File: src/rtl/nvseq_pkg.sv
package nvseq_pkg;

  typedef enum logic {
    OP_STORE  = 1'b0,
    OP_RECALL = 1'b1
  } nv_op_e;

  typedef enum logic [1:0] {
    ST_IDLE = 2'd0,
    ST_REQ  = 2'd1,
    ST_RUN  = 2'd2
  } op_state_e;

  localparam int SEQ_LEN    = 6;
  localparam int PREFIX_LEN = SEQ_LEN - 1;
  localparam logic [15:0] KEY_STORE  = 16'h8FC0;
  localparam logic [15:0] KEY_RECALL = 16'h4C63;

  // common prefix of the unlock pattern, step by step
  function automatic logic [15:0] prefix_addr(input int step);
    case (step)
      0:       prefix_addr = 16'h4E38;
      1:       prefix_addr = 16'hB1C7;
      2:       prefix_addr = 16'h83E0;
      3:       prefix_addr = 16'h7C1F;
      default: prefix_addr = 16'h703F;
    endcase
  endfunction

endpackage

File: src/rtl/nvseq_matcher.sv
module nvseq_matcher
  import nvseq_pkg::*;
#(
  parameter int CMP_W = 16
) (
  input  logic             clk,
  input  logic             rst_n,
  input  logic             hold,
  input  logic             rd_acc,
  input  logic             wr_acc,
  input  logic [CMP_W-1:0] addr_lo,
  output logic             fire,
  output nv_op_e           fire_kind
);

  localparam int IDX_W = $clog2(SEQ_LEN);

  logic [IDX_W-1:0]      idx;
  logic [PREFIX_LEN-1:0] step_hit;
  logic                  on_last, key_st, key_rc, prefix_ok;

  // one comparator per prefix step
  for (genvar g = 0; g < PREFIX_LEN; g++) begin : g_cmp
    assign step_hit[g] = (addr_lo == prefix_addr(g));
  end

  assign on_last   = (idx == IDX_W'(PREFIX_LEN));
  assign key_st    = (addr_lo == KEY_STORE);
  assign key_rc    = (addr_lo == KEY_RECALL);
  assign prefix_ok = !on_last && step_hit[idx];

  assign fire      = !hold && rd_acc && on_last && (key_st || key_rc);
  assign fire_kind = key_rc ? OP_RECALL : OP_STORE;

  always_ff @(posedge clk) begin
    if (!rst_n) begin
      idx <= '0;
    end else if (!hold) begin
      if (wr_acc) begin
        idx <= '0;
      end else if (rd_acc) begin
        if (prefix_ok) idx <= idx + 1'b1;
        else           idx <= '0;
      end
    end
  end

  a_r4_write_restarts: assert property (@(posedge clk) disable iff (!rst_n)
    (wr_acc && !hold) |=> (idx == '0));

  a_r6_frozen_when_busy: assert property (@(posedge clk) disable iff (!rst_n)
    hold |=> $stable(idx));

  a_r2_index_bound: assert property (@(posedge clk) disable iff (!rst_n)
    idx <= IDX_W'(PREFIX_LEN));

endmodule

File: src/rtl/nvseq_dirty.sv
module nvseq_dirty (
  input  logic clk,
  input  logic rst_n,
  input  logic wr_pass,
  input  logic clear,
  output logic dirty,
  output logic dirty_eff
);

  // a write in the same cycle as an operation start counts as new data
  assign dirty_eff = dirty || wr_pass;

  always_ff @(posedge clk) begin
    if (!rst_n)      dirty <= 1'b0;
    else if (clear)  dirty <= 1'b0;
    else if (wr_pass) dirty <= 1'b1;
  end

  a_r7_clear_wins: assert property (@(posedge clk) disable iff (!rst_n)
    clear |=> !dirty);

  a_r7_write_marks: assert property (@(posedge clk) disable iff (!rst_n)
    (wr_pass && !clear) |=> dirty);

endmodule

File: src/rtl/nvseq_opctl.sv
module nvseq_opctl
  import nvseq_pkg::*;
#(
  parameter int BUSY_CYCLES = 8
) (
  input  logic   clk,
  input  logic   rst_n,
  input  logic   start,
  input  nv_op_e start_kind,
  input  logic   op_ready,
  output logic   busy,
  output logic   op_valid,
  output nv_op_e op_kind
);

  localparam int CNT_W = $clog2(BUSY_CYCLES + 1);
  localparam logic [CNT_W-1:0] CNT_LAST = CNT_W'(BUSY_CYCLES - 1);

  op_state_e        state;
  logic [CNT_W-1:0] cnt;

  assign busy     = (state != ST_IDLE);
  assign op_valid = (state == ST_REQ);

  always_ff @(posedge clk) begin
    if (!rst_n) begin
      state   <= ST_IDLE;
      cnt     <= '0;
      op_kind <= OP_STORE;
    end else begin
      case (state)
        ST_IDLE: if (start) begin
          state   <= ST_REQ;
          op_kind <= start_kind;
        end
        ST_REQ: if (op_ready) begin
          state <= ST_RUN;
          cnt   <= '0;
        end
        ST_RUN: begin
          if (cnt == CNT_LAST) state <= ST_IDLE;
          else                 cnt   <= cnt + 1'b1;
        end
        default: state <= ST_IDLE;
      endcase
    end
  end

  a_r5_hold_command: assert property (@(posedge clk) disable iff (!rst_n)
    (op_valid && !op_ready) |=> (op_valid && $stable(op_kind)));

  a_r6_busy_starts_with_request: assert property (@(posedge clk) disable iff (!rst_n)
    $rose(busy) |-> op_valid);

  a_r6_count_bound: assert property (@(posedge clk) disable iff (!rst_n)
    cnt <= CNT_LAST);

endmodule

File: src/rtl/nvseq_cmd_detect.sv
module nvseq_cmd_detect
  import nvseq_pkg::*;
#(
  parameter int ADDR_W      = 17,
  parameter int CMP_W       = 16,
  parameter int BUSY_CYCLES = 8
) (
  input  logic              clk,
  input  logic              rst_n,
  input  logic              ce_n,
  input  logic              we_n,
  input  logic              oe_n,
  input  logic [ADDR_W-1:0] addr,
  input  logic              hw_store_req,
  input  logic              pwr_down_req,
  input  logic              pwr_up_req,
  output logic              sram_rd_en,
  output logic              sram_wr_en,
  output logic              busy,
  output logic              op_valid,
  input  logic              op_ready,
  output logic              op_kind,
  output logic              dirty
);

  logic   rd_acc, wr_acc;
  logic   sw_fire;
  nv_op_e sw_kind;
  logic   req_any;
  nv_op_e req_kind;
  logic   dirty_eff, start;
  nv_op_e kind_q;
  logic   unused_hi;

  assign unused_hi = ^addr[ADDR_W-1:CMP_W];

  assign rd_acc = !ce_n && we_n && !oe_n;
  assign wr_acc = !ce_n && !we_n;

  // access gating: the SRAM sees nothing during a nonvolatile operation
  assign sram_rd_en = rd_acc && !busy;
  assign sram_wr_en = wr_acc && !busy;

  nvseq_matcher #(.CMP_W(CMP_W)) u_match (
    .clk       (clk),
    .rst_n     (rst_n),
    .hold      (busy),
    .rd_acc    (rd_acc),
    .wr_acc    (wr_acc),
    .addr_lo   (addr[CMP_W-1:0]),
    .fire      (sw_fire),
    .fire_kind (sw_kind)
  );

  // fixed priority: power loss, hardware pin, power on, bus sequence
  always_comb begin
    req_any  = 1'b1;
    req_kind = OP_STORE;
    if (pwr_down_req)      req_kind = OP_STORE;
    else if (hw_store_req) req_kind = OP_STORE;
    else if (pwr_up_req)   req_kind = OP_RECALL;
    else if (sw_fire)      req_kind = sw_kind;
    else                   req_any  = 1'b0;
  end

  assign start = req_any && !busy && ((req_kind == OP_RECALL) || dirty_eff);

  nvseq_dirty u_dirty (
    .clk       (clk),
    .rst_n     (rst_n),
    .wr_pass   (sram_wr_en),
    .clear     (start),
    .dirty     (dirty),
    .dirty_eff (dirty_eff)
  );

  nvseq_opctl #(.BUSY_CYCLES(BUSY_CYCLES)) u_op (
    .clk        (clk),
    .rst_n      (rst_n),
    .start      (start),
    .start_kind (req_kind),
    .op_ready   (op_ready),
    .busy       (busy),
    .op_valid   (op_valid),
    .op_kind    (kind_q)
  );

  assign op_kind = kind_q;

  a_r8_store_needs_data: assert property (@(posedge clk) disable iff (!rst_n)
    ($rose(op_valid) && (kind_q == OP_STORE)) |-> $past(dirty_eff));

  a_r6_no_write_while_busy: assert property (@(posedge clk) disable iff (!rst_n)
    $past(busy) && busy |-> !sram_wr_en && !sram_rd_en);

  a_r9_powerdown_is_store: assert property (@(posedge clk) disable iff (!rst_n)
    (pwr_down_req && !busy && dirty_eff) |=> (op_valid && kind_q == OP_STORE));

endmodule

File: config.mk
export PLATFORM = sky130hd
export DESIGN_NAME = nvseq_cmd_detect
export DESIGN_NICKNAME = d
export VERILOG_FILES = /design/src/rtl/nvseq_pkg.sv /design/src/rtl/nvseq_matcher.sv /design/src/rtl/nvseq_dirty.sv /design/src/rtl/nvseq_opctl.sv /design/src/rtl/nvseq_cmd_detect.sv
export SDC_FILE = /design/constraint.sdc
export NUM_CORES = 1
export LEC_CHECK = 0
export BUFFER_PORTS_ARGS = -buffer_cell sky130_fd_sc_hd__buf_2
export CAP_MARGIN = 20
export CORE_MARGIN = 4
export CORE_UTILIZATION = 46
export CTS_CLUSTER_DIAMETER = 120
export CTS_CLUSTER_SIZE = 10
export DETAILED_ROUTE_END_ITERATION = 12
export GPL_TIMING_DRIVEN = 0
export HOLD_SLACK_MARGIN = 0.02
export PLACE_DENSITY = 0.77
export SETUP_SLACK_MARGIN = 0.15
export SYNTH_ARGS = -nofsm -noshare
export SYNTH_HDL_FRONTEND = slang
export SYNTH_SLANG_ARGS = --single-unit
File: constraint.sdc
create_clock -name clk -period 2.5 [get_ports clk]
set_clock_uncertainty 0.2 [all_clocks]
set_input_delay 0.125 -clock clk [delete_from_list [all_inputs] [get_ports clk]]
set_output_delay 0.125 -clock clk [all_outputs]
set_load 0.1 [all_outputs]
==> summary.txt <==
Finish
  – Non-filler cells, final: 158
  – N_diodes: 0
  – Post-layout util: 69.6%
  – Layout overhead on the synthesized area: 37.8%
  – Layout cells sized above 1: 32.4%
  – Nets: 172

Power
  – Pint: 294 uW
  – Clock power frac: 25.4%
  – Sw Pwr: 187 uW
  – Switch share: 38.8%
  – VDD IR-drop max: 0.469 mV
  – Leakage: 0.461 nW
  – Final Power: 481 uW
  – Share of power burned in registers: 39.4%
  – Pwr per Cell Area: 443 nW/um^2
  – Power share of the combinational group: 35.2%

Global routing
  – GR Util met3: 3.36%
  – Largest net degree at the start of global routing: 10
  – Antenna violations before repair: 0
  – Vias in the first global route: 841
  – First-pass GRT wire length: 3400 um
  – Gr busiest metal: met2
  – Gr usage total: 17.2%
  – Met2 GRT Util: 32.1%
  – Gr ovfl total: 0
  – Met1 Usage GRT: 18.5%

Setup path
  – Setup crit end kind: register
  – Crit path max fanout: 5
  – WP data required: 2470 ps
  – Flop2flop setup slack: 170 ps
  – Startpoint types: register
  – Critical path class: register to register
  – Worst EP arrival: 2300 ps

Detailed routing
  – Drt initial violations: 13
  – Pre-Repair DR Iteration Count: 4
  – Avg WL per Cell: 13.8 um
  – Vias/cell: 5.81
  – Final ANT Viol Nets: 0
  – Post-Route WL: 2180 um
  – DRC violation count after routing: 0
  – Total number of vias: 918

Yosys
  – Post-Synthesis Cells: 103
  – Yosys warnings: 0
  – Synth top cells by count: dfxtp_1, nand2_1, nor2_1
  – Flops & latches, synth: 11
  – Ys flop type: dfxtp_1
  – Synth top area share: 28.0%
  – Async set-reset flop share out of synthesis: 0%
  – Mean area per synthesized cell: 7.64 sq um
  – Synth top area cells: dfxtp_1, nand2_1, nor2_1
  – Register area share after synthesis: 28.0%
  – Yosys cell types: 38
  – Synth Net Count: 132
  – Synthesized area: 787 sq um
  – Area leader, netlist: dfxtp_1
  – Number of flops mapped to enable cells by yosys: 0

STA
  – Post-route minimum period: 2330 ps
  – RSZ-0062 raised after global routing: true
  – Fin. Hold Viols: 0
  – Peak Freq: 429 MHz
  – Crit share post-route: 93.2%
  – Setup Viol. Count Final: 0
  – Fin Setup TNS: 0 ps
  – Slew Limit Fails: 0
  – Slew headroom: 66.8%
  – Slew @ Worst Pin: 493 ps

Die
  – Row cnt: 14
  – Initial Util: 50.5%
  – Die X-Extent: 49.4 um
  – I/O pins: 32
  – Core ar.: 1560 sq um
  – Die H: 49.4 um
  – Die area: 2440 sq um

Placement
  – Gpl congestion: 0.815
  – Post-DP HPWL: 1650 um
  – I/O Buffers: 30
  – Placed Cells: 149

CTS
  – Worst-path clk slew: 70 ps
  – Root Driver: clkbuf_4
  – H-tree levels: 1
  – CTS Sinks: 11
  – Clock Tree Buf Depth: 2
  – Latest clock arrival within the worst-skew pair: 270 ps
  – CTS tree: built
  – CTS Buf Count: 3

Outcome
  – Result of the run: completed

Worst hold path
  – Worst min path class: primary input to register

Job
  – # Max-Cap Violations: 0
==> layout by cell type, fill, tap and decap left out, types with 2 or more instances in the layout <==
| cell type | count |
|---|---|
| nor4_1 | 2 |
| o211ai_1 | 2 |
| nor2_1 | 11 |
| clkbuf_4 | 3 |
| o21a_1 | 2 |
| and3_1 | 3 |
| nor3_1 | 4 |
| inv_1 | 4 |
| dlygate4sd3_1 | 4 |
| ha_1 | 2 |
| xor2_1 | 3 |
| a31oi_1 | 2 |
| o21ai_0 | 5 |
| nand4_1 | 4 |
| nand2_1 | 11 |
| or4_1 | 2 |
| nor3_4 | 2 |
| nor2b_1 | 6 |
| dfxtp_1 | 8 |
| or4_4 | 2 |
| a21boi_1 | 3 |
| buf_2 | 30 |
| dfxtp_2 | 3 |
==> routing by layer <==
layer  routed length, um  vias to the layer above  share of wire, %
li1                    -                      462                 -
met1                 889                      411                41
met2                1080                       43                49
met3                 210                        2               9.6
met4                   5                        0              0.23
met5                   0                        -                 0
==> cell type report <==
type,count,area (sq um)
Sequential cell,11,224
Inverter,5,23.8
Clock buffer,4,26.3
Tap cell,16,20.0
Fill cell,133,474
Multi-Input combinational cell,87,593
Timing Repair Buffer,35,198
==> logic make-up after synthesis <==
logic type	count (synthesis)	share of synthesized area [%]
AO/OA/AOI/OAI	21	18.0
XOR/XNOR	3	3.34
adder cells (fa/ha/maj)	3	4.77
buffers and inverters	5	2.38
flip-flops	11	28.0
AND/OR/NAND/NOR	60	43.6
==> critical path, cell delays in order, from the launching register on <==
cell and delay, ps:
dfxtp_2 350, inv_1 70, ha_2 170, nand4_1 80
or4_4 440, or4_4 440, a21oi_4 140, nor3_1 60
nor4bb_1 270
==> stage by stage <==
step | setup slack (ps) | instance area (sq um) | hold WS (ps)
after floorplan | 179 | 820 | 42.5
after global placement | 173 | 990 | 229
after detailed placement | 139 | 990 | 236
after CTS | 158 | 1070 | 54.8
after global routing | 80.9 | 1080 | 71.2
final | 169 | 1080 | 52.0
==> final timing paths <==
check                   end      startpoint  depth (start not counted)
max           u_op.state[0]  u_match.idx[1]                          8
min          u_match.idx[0]            ce_n                          4
max reg2reg   u_op.state[0]  u_match.idx[1]                          8
min reg2reg  u_match.idx[0]  u_match.idx[0]                          2
==> flip-flops by register name (all words and copies together), names as in the netlist <==
register       cells
u_op.state         2
u_match.idx        3
u_op.cnt           4
u_dirty.dirty      1
u_op.op_kind       1
==> power by group through the flow <==
stage               Sequential [mW]  Combinational [mW]  Clock [mW]
global placement              0.192               0.153           0
detailed placement            0.193               0.156           0
finish                        0.190               0.169       0.122
global route                  0.190               0.179       0.133
floorplan                     0.203               0.101           0
CTS                           0.189               0.166       0.121
==> repair_timing <==
action                                  4_1_cts  5_1_grt
setup buffers                                 1        0
endpoints found under the setup margin        2        2
hold buffers                                  4        0
resized for setup                             4        3
hold endpoints to repair                      8        0
pin swaps                                     1        2
No activity file was read; power rests on OpenSTA's default activity.
